==> config.mk <==
export PLATFORM = sky130hd
export DESIGN_NAME = pcp_gen
export DESIGN_NICKNAME = d
export VERILOG_FILES = /design/src/rtl/pcp_pkg.sv /design/src/rtl/pcp_sync.sv /design/src/rtl/pcp_edge.sv /design/src/rtl/pcp_core.sv /design/src/rtl/pcp_testmux.sv /design/src/rtl/pcp_gen.sv
export SDC_FILE = /design/constraint.sdc
export NUM_CORES = 1
export LEC_CHECK = 0
export BUFFER_PORTS_ARGS = -buffer_cell sky130_fd_sc_hd__buf_2
export CAP_MARGIN = 20
export CORE_ASPECT_RATIO = 1.1
export CORE_UTILIZATION = 55
export CTS_BUF_LIST = sky130_fd_sc_hd__clkbuf_8
export DETAILED_ROUTE_END_ITERATION = 12
export PLACE_DENSITY = 0.86
export SYNTH_ARGS = -nofsm -noshare
export SYNTH_HDL_FRONTEND = slang
export SYNTH_HIERARCHICAL = 1
export SYNTH_SLANG_ARGS = --single-unit
==> constraint.sdc <==
create_clock -name clk -period 1.8 [get_ports clk]
set_clock_uncertainty 0.05 [all_clocks]
set_input_delay 0.18 -clock clk [delete_from_list [all_inputs] [get_ports clk]]
set_output_delay 0.18 -clock clk [all_outputs]
set_load 0.01 [all_outputs]
==> src/rtl/pcp_pkg.sv <==
package pcp_pkg;
  typedef enum logic [2:0] {
    ST_IDLE,
    ST_GUARD,
    ST_ARMED,
    ST_CHG,
    ST_DIS,
    ST_DONE
  } pcp_state_e;

  localparam logic [1:0] TM_OFF   = 2'b00;
  localparam logic [1:0] TM_PULSE = 2'b01;
  localparam logic [1:0] TM_INPUT = 2'b10;
endpackage

==> src/rtl/pcp_sync.sv <==
module pcp_sync #(
  parameter int W      = 3,
  parameter int STAGES = 2
) (
  input  logic         clk,
  input  logic         rst_n,
  input  logic [W-1:0] d_in,
  output logic [W-1:0] q_out
);
  logic [W-1:0] stg [STAGES];

  for (genvar i = 0; i < STAGES; i++) begin : g_stage
    if (i == 0) begin : g_first
      always_ff @(posedge clk or negedge rst_n)
        if (!rst_n) stg[i] <= '0;
        else        stg[i] <= d_in;
    end else begin : g_next
      always_ff @(posedge clk or negedge rst_n)
        if (!rst_n) stg[i] <= '0;
        else        stg[i] <= stg[i-1];
    end
  end

  assign q_out = stg[STAGES-1];
endmodule

==> src/rtl/pcp_edge.sv <==
module pcp_edge #(
  parameter int W = 3
) (
  input  logic         clk,
  input  logic         rst_n,
  input  logic [W-1:0] lvl,
  output logic [W-1:0] rise,
  output logic [W-1:0] fall
);
  logic [W-1:0] lvl_q;

  always_ff @(posedge clk or negedge rst_n)
    if (!rst_n) lvl_q <= '0;
    else        lvl_q <= lvl;

  assign rise = lvl & ~lvl_q;
  assign fall = ~lvl & lvl_q;
endmodule

==> src/rtl/pcp_core.sv <==
module pcp_core
  import pcp_pkg::*;
#(
  parameter int GUARD_EDGES = 2
) (
  input  logic clk,
  input  logic rst_n,
  input  logic start_fall,
  input  logic start_rise,
  input  logic rd_rise,
  input  logic d_rise,
  input  logic d_fall,
  input  logic polar,
  input  logic coef,
  output logic chg,
  output logic dis,
  output logic dbl,
  output logic valid,
  output logic armed
);
  localparam int CW = (GUARD_EDGES > 1) ? $clog2(GUARD_EDGES) : 1;
  localparam logic [CW-1:0] CNT_LAST = CW'(GUARD_EDGES - 1);

  pcp_state_e   state;
  logic [CW-1:0] gcnt;
  logic          polar_q;
  logic          coef_q;
  logic          act_edge;

  assign act_edge = polar_q ? d_rise : d_fall;

  always_ff @(posedge clk or negedge rst_n) begin
    if (!rst_n) begin
      state   <= ST_IDLE;
      gcnt    <= '0;
      polar_q <= 1'b0;
      coef_q  <= 1'b0;
    end else if (start_rise) begin
      state <= ST_IDLE;
    end else begin
      unique case (state)
        ST_IDLE: if (start_fall) begin
          state   <= ST_GUARD;
          gcnt    <= '0;
          polar_q <= polar;
          coef_q  <= coef;
        end
        ST_GUARD: if (rd_rise) begin
          if (gcnt == CNT_LAST) state <= ST_ARMED;
          else                  gcnt  <= gcnt + 1'b1;
        end
        ST_ARMED: begin
          if (coef_q) begin
            if (rd_rise) state <= polar_q ? ST_CHG : ST_DIS;
          end else if (act_edge && rd_rise) state <= ST_DONE;
          else if (act_edge)                state <= ST_CHG;
          else if (rd_rise)                 state <= ST_DIS;
        end
        ST_CHG: if (rd_rise) state <= ST_DONE;
        ST_DIS: if (coef_q ? rd_rise : act_edge) state <= ST_DONE;
        ST_DONE: state <= ST_DONE;
        default: state <= ST_IDLE;
      endcase
    end
  end

  assign chg   = (state == ST_CHG);
  assign dis   = (state == ST_DIS);
  assign valid = (state == ST_DONE);
  assign armed = (state == ST_ARMED);
  assign dbl   = coef_q && (state inside {ST_ARMED, ST_CHG, ST_DIS, ST_DONE});
endmodule

==> src/rtl/pcp_testmux.sv <==
module pcp_testmux
  import pcp_pkg::*;
(
  input  logic [1:0] sel,
  input  logic       chg,
  input  logic       dis,
  input  logic       rd_s,
  input  logic       d_s,
  output logic       mon_a,
  output logic       mon_b
);
  always_comb begin
    mon_a = 1'b0;
    mon_b = 1'b0;
    case (sel)
      TM_PULSE: begin mon_a = chg;  mon_b = dis; end
      TM_INPUT: begin mon_a = rd_s; mon_b = d_s; end
      default:  begin mon_a = 1'b0; mon_b = 1'b0; end
    endcase
  end
endmodule

==> src/rtl/pcp_gen.sv <==
module pcp_gen #(
  parameter int SYNC_STAGES = 2,
  parameter int GUARD_EDGES = 2
) (
  input  logic       clk,
  input  logic       rst_n,
  input  logic       start_in,
  input  logic       data_in,
  input  logic       rdclk_in,
  input  logic       polar_in,
  input  logic       coef_mode_in,
  input  logic [1:0] test_sel_in,
  output logic       chg_o,
  output logic       dis_o,
  output logic       dbl_cap_o,
  output logic       conv_valid_o,
  output logic       mon_a_o,
  output logic       mon_b_o
);
  localparam int NIN = 3;
  localparam int IX_START = 0;
  localparam int IX_DATA  = 1;
  localparam int IX_RD    = 2;

  logic [NIN-1:0] raw_w, sync_w, rise_w, fall_w;
  logic           start_sync;
  logic           armed_w;

  assign raw_w = {rdclk_in, data_in, start_in};
  assign start_sync = sync_w[IX_START];

  pcp_sync #(.W(NIN), .STAGES(SYNC_STAGES)) u_sync (
    .clk(clk), .rst_n(rst_n), .d_in(raw_w), .q_out(sync_w)
  );

  pcp_edge #(.W(NIN)) u_edge (
    .clk(clk), .rst_n(rst_n), .lvl(sync_w), .rise(rise_w), .fall(fall_w)
  );

  pcp_core #(.GUARD_EDGES(GUARD_EDGES)) u_core (
    .clk(clk), .rst_n(rst_n),
    .start_fall(fall_w[IX_START]), .start_rise(rise_w[IX_START]),
    .rd_rise(rise_w[IX_RD]), .d_rise(rise_w[IX_DATA]), .d_fall(fall_w[IX_DATA]),
    .polar(polar_in), .coef(coef_mode_in),
    .chg(chg_o), .dis(dis_o), .dbl(dbl_cap_o), .valid(conv_valid_o), .armed(armed_w)
  );

  pcp_testmux u_mux (
    .sel(test_sel_in), .chg(chg_o), .dis(dis_o),
    .rd_s(sync_w[IX_RD]), .d_s(sync_w[IX_DATA]),
    .mon_a(mon_a_o), .mon_b(mon_b_o)
  );
endmodule

==> Yosys cells after proc, flatten, opt, wreduce, memory -nomap -nowiden <==
Index checks and enable logic that the tools add are counted.
{ "totals": {"in_bits": 9, "elab_cells": 58, "reg_bits": 15} }
{ "classes": {"n_addsub": 1, "eq_ne": 16, "reduce_logical": 8, "muxes": 21, "n_bitwise": 5} }
{ "ops": {"columns": ["cell", "n"], "rows": [
  ["$mux 3", 12],
  ["$pmux 3 s6", 1],
  ["$ne 3x3->1 const B", 4],
  ["$reduce_and 7->1", 1],
  ["$eq 3x2->1 const B", 2],
  ["$eq 3x3->1 const B", 2],
  ["$pmux 1 s2", 3],
  ["$mux 1", 5],
  ["$ne 5x3->1 const B", 1],
  ["$ne 2x2->1 const B", 2],
  ["$ne 4x4->1 const B", 1],
  ["$reduce_and 4->1", 1],
  ["$reduce_bool 4->1", 1],
  ["$and 3x3->3", 1],
  ["$eq 3x1->1 const B", 1],
  ["$logic_not 3->1", 1],
  ["$ne 3x2->1 const B", 1],
  ["$not 3->3", 1],
  ["$reduce_and 3->1", 1],
  ["$and 2x2->2", 1],
  ["$eq 2x1->1 const B", 1],
  ["$eq 2x2->1 const B", 1],
  ["$logic_and 1x1->1", 2],
  ["$not 2->2", 1],
  ["other kinds (3)", 3]
]} }

==> Logic depth before layout (Yosys ltp) <==
Gate-level depths: netlist of the first run.
{ "logic_depth": {"word_depth": 8, "mapped_depth": 6, "ltp_nobuf": 5} }

==> By module <==
The synthesis of the first run kept the hierarchy.
{ "modules_own_cells": {"columns": ["module", "seq_area_each_um2", "n_inst", "area_per_inst_um2", "cells_each"], "rows": [
  ["pcp_core", 150.1, 1, 475.5, 54],
  ["pcp_sync", 150.1, 1, 172.7, 9],
  ["pcp_edge", 75.1, 1, 127.6, 9],
  ["pcp_testmux", 0.0, 1, 55.1, 8]
]} }

==> Least setup slack after synthesis of the first run <==
No wires, ideal clock.
{ "synth_timing": {"kind": "reg-to-output", "startpoint": "reg u_core.state[2]", "endpoint": "out mon_b_o", "arrival_time_ns": 1.290, "n_path_buf": 1, "path_slack_ns": 0.280, "required_ns": 1.570, "stages_incl_launch_ff": 5, "cell_sequence": "dfrtp_1 -> clkbuf_1 -> nor3b_1 -> a22oi_1 -> nor2_1"} }
{ "synth_via": {"elab_chain_cells": 2} }
{ "synth_lines": {"columns": ["element", "line_no", "text"], "rows": [
  ["start: declaration", "pcp_core.sv:24", "pcp_state_e state;"],
  ["start signal: assignment", "pcp_core.sv:54", "if (rd_rise) state <= polar_q ? ST_CHG : ST_DIS;"],
  ["$eq 3x3->1", "pcp_core.sv:68", "assign dis = (state == ST_DIS);"],
  ["net dis_o", "pcp_gen.sv:14", "output logic dis_o,"],
  ["$pmux 1 s2", "pcp_testmux.sv:15", "case (sel)"],
  ["end: declaration", "pcp_gen.sv:18", "output logic mon_b_o"]
]} }
The timed path passes the listed nets, and every way through them passes these cells.

==> Final worst setup path of the first run <==
{ "layout_timing": {"startpoint": "reg u_core.state[1]", "endpoint": "out mon_a_o"} }
{ "layout_via": {"elab_chain_cells": 2} }
{ "layout_lines": {"columns": ["element", "line_no", "text"], "rows": [
  ["$eq 3x2->1", "pcp_core.sv:67", "assign chg = (state == ST_CHG);"],
  ["$pmux 1 s2", "pcp_testmux.sv:15", null],
  ["end: declaration", "pcp_gen.sv:17", "output logic mon_a_o,"]
]} }
Every way passes these cells.

==> impl_metrics.yaml, run 1 <==
detailed_routing:
  routedWlPerCell_um: 13.5
  drtPass1Iterations: 4
  vias: 642
  viasPerCell: 5.78
  drc: 0
  finalWirelength_um: 1500
  drt-initial-drc-count: 15
  ant_nets: 0
die:
  num_rows: 14
  die_area_mm2: 0.00165
  fp.dieW_um: 38.8
  ios: 15
  coreArea_mm2: 0.00138
  start_util: 0.591
  die_height_um: 42.5
power:
  total_power_mw: 0.917
  total_leakage_power_nw: 0.447
  power_density_mw_per_mm2: 957
  ir_worst_vdd_mv: 0.606
grt:
  antenna_found_initial: 0
  grt_pass1_vias: 578
  grt_pass1_wl_um: 2480
  grt_max_degree: 16
  grtUsageTotal: 0.220
  gr-total-overflow: 0
finish:
  syn_to_final_growth_pct: 17.1
  fin_nets: 107
  n_antenna_cell: 0
  final_common_cell: "buf_2"
  final_cell_mix: "buf_2, dfrtp_1, nor2_1"
  drive_gt1_frac: 0.326
clocking:
  cts.sinks: 15
  worstSkewPairLatency_ps: 240
  cts_buffer_depth: 2
  numCtsBuffers: 3
  cts.htree.levels: 1
  clk_pin_slew_ps: 60
  clockRootBuffer: "clkbuf_8"
  cts_tree: "done"
sta:
  drv_slew: 0
  max_slew_margin: 0.703
  tns_ps: 0
  finalSetupViolCount: 0
  fin_crit_ps: 1690
  rsz0062_at_grt: "false"
  worst_pin_slew_ps: 445
  holdWs_ps: 116
  max_freq_mhz: 591
  hold_violations: 0
  fin_crit_sh: 0.941
setup_path:
  slowest_stage: "dfrtp_2"
  r2r_cells: 4
  path_cells: "nor2b_1, and2_1, a22oi_1, nor2_1, buf_2"
  start_kind: "flop"
  worstPathRequired_ps: 1570
  cp_max_fo: 8
  critPathKind: "reg -> out"
  crit_path_end_kind: "output port"
  cp.arrival_ps: 1460
  max_stage_delay_ps: 460
yosys:
  syn_area_per_cell_um2: 10.5
  yosysWarnings: 6
  synth_fp_nets: 89
  netlist_instances: 78
  synthesis.area_um2: 818
run:
  drv_cap: 0
status:
  status: "finished, final reports clean"
min_path:
  min_path_cells: 2
  hold_class: "in -> reg"
place:
  gp_congestion: 0.766
  numPortBuffers: 14
  dpl.hpwl_um: 1070
-- layout make-up --
cell class,instances,area (um2)
Clock inverter,1,3.75
Clock buffer,3,41.3
Multi-Input combinational cell,53,379
Fill cell,104,425
Sequential cell,15,378
Tap cell,16,20.0
Inverter,3,11.3
Timing Repair Buffer,20,125
-- metal layers --
| metal | global-route usage | part of all wire |
|---|---|---|
| met2 | 0.360 | 0.51 |
| met4 | 0.0828 | 0.0093 |
| met5 | 0 | 0 |
| met3 | 0.0638 | 0.026 |
| met1 | 0.264 | 0.45 |
-- timing repair --
action / 4_1_cts / 5_1_grt
hold buffers: 4 / 0
setup endpoints to repair: 0 / 1
setup buffers: 0 / 2
endpoints found under the hold margin: 18 / 0
resized for setup: 0 / 2
-- through the flow --
stage	area [um2]	utilization	setup WS (ps)	std cells
4_1_cts	941	0.680	10.5	109
2_1_floorplan	818	-	280	78
3_5_place_dp	856	0.618	281	101
3_3_place_gp	856	0.618	305	101
5_1_grt	958	0.693	34.4	111
6_report	958	0.693	107	111
-- power breakdown --
group	leakage (nW)	switching, mW	internal (mW)
registers	0.178	0.0944	0.384
clock network	0.0269	0.105	0.151
logic	0.242	0.0810	0.102
total	0.447	0.281	0.636
-- worst paths after layout --
kind                                                to                         from  slack, ps
hold / removal               u_core/coef_q$_DFFE_PN0P_                 coef_mode_in        120
setup / recovery                               mon_a_o  u_core/state[1]$_DFFE_PN0P_        110
setup reg to reg           u_core/state[2]$_DFFE_PN0P_  u_core/state[0]$_DFFE_PN0P_        280
hold reg to reg              u_sync/q_out[0]$_DFF_PN0_      u_sync/stg[3]$_DFF_PN0_        300
min in group asynchronous    u_sync/q_out[0]$_DFF_PN0_                        rst_n        310
max in group asynchronous  u_core/state[2]$_DFFE_PN0P_                        rst_n       1130
-- flip-flops by register name, indices dropped and copies added, names as in the netlist --
register,cells
u_sync/stg,3
u_sync/q_out,3
u_core/coef_q,1
u_edge/lvl_q,3
u_core/state,3
u_core/gcnt,1
u_core/polar_q,1
-- worst max-delay path: cells and delay by family, from the launching register on --
family / cells / cell delay, ps
flops: 1 / 460
compound gates: 1 / 210
buf+inv: 1 / 140
simple gates: 3 / 420
Power figures use the tool's default switching activity.
==> run 2, diff against run 1 <==
--- a/config.mk
+++ b/config.mk
@@ -11,8 +11,8 @@
 export CORE_UTILIZATION = 55
 export CTS_BUF_LIST = sky130_fd_sc_hd__clkbuf_8
 export DETAILED_ROUTE_END_ITERATION = 12
+export MAX_ROUTING_LAYER = met4
 export PLACE_DENSITY = 0.86
 export SYNTH_ARGS = -nofsm -noshare
 export SYNTH_HDL_FRONTEND = slang
-export SYNTH_HIERARCHICAL = 1
 export SYNTH_SLANG_ARGS = --single-unit
==> run 2 against run 1 <==
Synthesized cell count is the same. Highest routed layer unchanged. Area after synthesis fell by 3.5%. Worst setup slack got worse by 48 ps. Utilization grew 8.6 points. Critical path depth unchanged. Register-to-register slack worse by 220 ps. Sequential share of layout area down 0.79 points. Total power up 32%. Non-clock buffer count rose by 1. Hold slack better by 3.4 ps. Flip-flop and latch count is the same. Die area decreased by 3.3%.
==> impl_metrics.yaml, run 2 <==
power:
  seq_power_share: 0.420
  p_int_mw: 0.784
  ir_worst_vdd_mv: 0.676
  p_comb_frac: 0.369
  switchingPower_mw: 0.432
  clkPwrFrac: 0.211
  power_density_mw_per_mm2: 1250
  switching_share: 0.355
  total_leakage_power_nw: 0.470
setup_path:
  r2r_cells: 5
  worstPathRequired_ps: 1930
  worstReg2RegEnd: "u_core.state[1]$_DFFE_PN0P_"
  cp_max_fo: 6
  r2r_setup_slack_ps: 60
  critPathKind: "reg -> reg"
  start_kind: "flop"
  crit_path_end_kind: "flop"
  cp.arrival_ps: 1870
  reg2reg_from: "u_core.polar_q$_DFFE_PN0P_"
detailed_routing:
  ant_nets: 0
  drtPass1Iterations: 4
  wl_met3_um: 48
  drt-initial-drc-count: 14
  wl_met2_um: 737
  finalWirelength_um: 1490
  vias: 667
  viasPerCell: 5.80
  met1_length_um: 661
  routed.top_layer: "met4"
  drc: 0
  routedWlPerCell_um: 12.9
sta:
  max_freq_mhz: 574
  rsz0062_at_grt: "false"
  drv_slew: 0
  worst_pin_slew_ps: 329
  max_slew_margin: 0.779
  hold_violations: 0
  timing.final.ws_setup_ps: 58.8
  finalSetupViolCount: 0
  fin_crit_sh: 0.967
  tns_ps: 0
  fin_crit_ps: 1740
yosys:
  synth_area_leaders: "dfrtp_1, ha_1, mux2_2"
  synthesis.area_um2: 790
  seq_area_frac_synth: 0.475
  synth_top_area_share: 0.475
  yosysWarnings: 0
  synthTopCellsByCount: "dfrtp_1, nor2_1, nand2_1"
  netlist_instances: 78
  async_flop_share: 1.00
  synth_fp_nets: 92
  syn_area_per_cell_um2: 10.1
  ys_types: 32
  yosys_most_used_dff: "dfrtp_1"
  synth_edf_count: 0
  yosys.area.top_type: "dfrtp_1"
  yosys_register_bits: 15
  yosys.cell_count.top_type: "dfrtp_1"
min_path:
  worstHoldStart: "coef_mode_in"
  whs_endpoint: "u_core.coef_q$_DFFE_PN0P_"
  hold_class: "in -> reg"
  min_path_cells: 2
die:
  ios: 15
  start_util: 0.630
  die_height_um: 41.7
  num_rows: 13
  fp.dieW_um: 38.1
  coreArea_mm2: 0.00125
  die_area_mm2: 0.00159
grt:
  grt_max_degree: 16
  gr-total-overflow: 0
  grt_pass1_vias: 603
  grtUsageTotal: 0.230
  grt_pass1_wl_um: 2460
  antenna_found_initial: 0
finish:
  drive_gt1_frac: 0.280
  multiInputGateArea_um2: 383
  fin_nets: 115
  n_antenna_cell: 0
  syn_to_final_growth_pct: 23.5
  regArea_um2: 377
  final_cell_mix: "buf_2, dfrtp_1, nor2_1"
  fill_cells: 74
run:
  drv_cap: 0
place:
  dpl.hpwl_um: 1070
  numPortBuffers: 14
  gp_congestion: 0.848
  post-place-ws_ps: 70.6
clocking:
  cts.htree.levels: 1
  cts_tree: "done"
  worstSkewPairLatency_ps: 240
  clockRootBuffer: "clkbuf_8"
  cts_buffer_depth: 2
  cts.sinks: 15
  numCtsBuffers: 3
  clk_pin_slew_ps: 60
status:
  status: "finished, final reports clean"
## run 2: cell types whose count changed in the layout (fill, tap and decap cells not counted), sizes merged, moves of 2 or more
| cell | before | now |
|---|---|---|
| and2b | 5 | 0 |
| nand2 | 3 | 6 |
| nor4b | 2 | 0 |
| inv | 4 | 6 |
| ha | 2 | 5 |
| nand2b | 0 | 2 |
## run 2: stage by stage
| stage | instances | hold slack [ps] | area, um2 | power [mW] | utilization |
|---|---|---|---|---|---|
| final | 115 | 119 | 975 | 1.22 | 0.778 |
| after global routing | 115 | 125 | 975 | 1.30 | 0.778 |
| after CTS | 114 | 113 | 966 | 1.22 | 0.771 |
| after detailed placement | 106 | 48.7 | 881 | 0.949 | 0.703 |
| after global placement | 106 | 45.1 | 881 | 0.929 | 0.703 |
| after floorplan | 78 | -166 | 790 | 0.824 | - |
## run 2: repair_timing
item	4_1_cts	5_1_grt
setup endpoints to repair	0	1
buffers inserted	0	1
hold buffers	4	0
hold endpoints to repair	18	0
gates resized for setup	0	1
## run 2: area by class of cell
class,instances,share of cell area
multi-input combinational,55,0.393
tap,15,0.0193
inverter,5,0.0193
clock buffer,3,0.0424
clock inverter,1,0.00385
timing repair buffer,21,0.136
sequential,15,0.386
## run 2: layer usage
layer,GRT usage,vias to the layer above
met1,0.280,328
met5,-,-
met3,0.0481,5
li1,-,315
met2,0.346,19
met4,0.129,0
## run 2: worst max path at each step
stage / to / from / depth (start not counted)
detailed placement: u_core.state[1]$_DFFE_PN0P_ / u_sync.q_out[1]$_DFF_PN0_ / 5
global placement: u_core.state[1]$_DFFE_PN0P_ / u_sync.q_out[1]$_DFF_PN0_ / 5
floorplan: u_core.state[1]$_DFFE_PN0P_ / u_sync.q_out[1]$_DFF_PN0_ / 5
global route: u_core.state[1]$_DFFE_PN0P_ / u_core.polar_q$_DFFE_PN0P_ / 5
finish: u_core.state[1]$_DFFE_PN0P_ / u_core.polar_q$_DFFE_PN0P_ / 5
CTS: u_core.state[1]$_DFFE_PN0P_ / u_sync.q_out[1]$_DFF_PN0_ / 5
## run 2: logic make-up (layout without fill, tap and decap cells)
logic type,count (synthesis),in the layout,share of synthesized area
flops,15,15,0.475
simple gates,30,30,0.211
buf+inv,8,30,0.0396
xor+xnor,1,1,0.0111
compound gates,16,16,0.141
mux,3,3,0.0428
fa+ha+maj,5,5,0.0792
## run 2: power groups by stage
stage	clock [mW]	combinational (mW)	sequential [mW]
after detailed placement	0	0.434	0.515
final	0.257	0.448	0.510
after global routing	0.277	0.503	0.521
after CTS	0.267	0.444	0.507
after floorplan	0	0.365	0.459
after global placement	0	0.424	0.505
## run 2: critical path, stage by stage, from the launching register on
cell	delay, ps
dfrtp_1	430
or4b_4	550
nor2_2	100
a21oi_1	60
a221o_1	370
a21oi_2	130
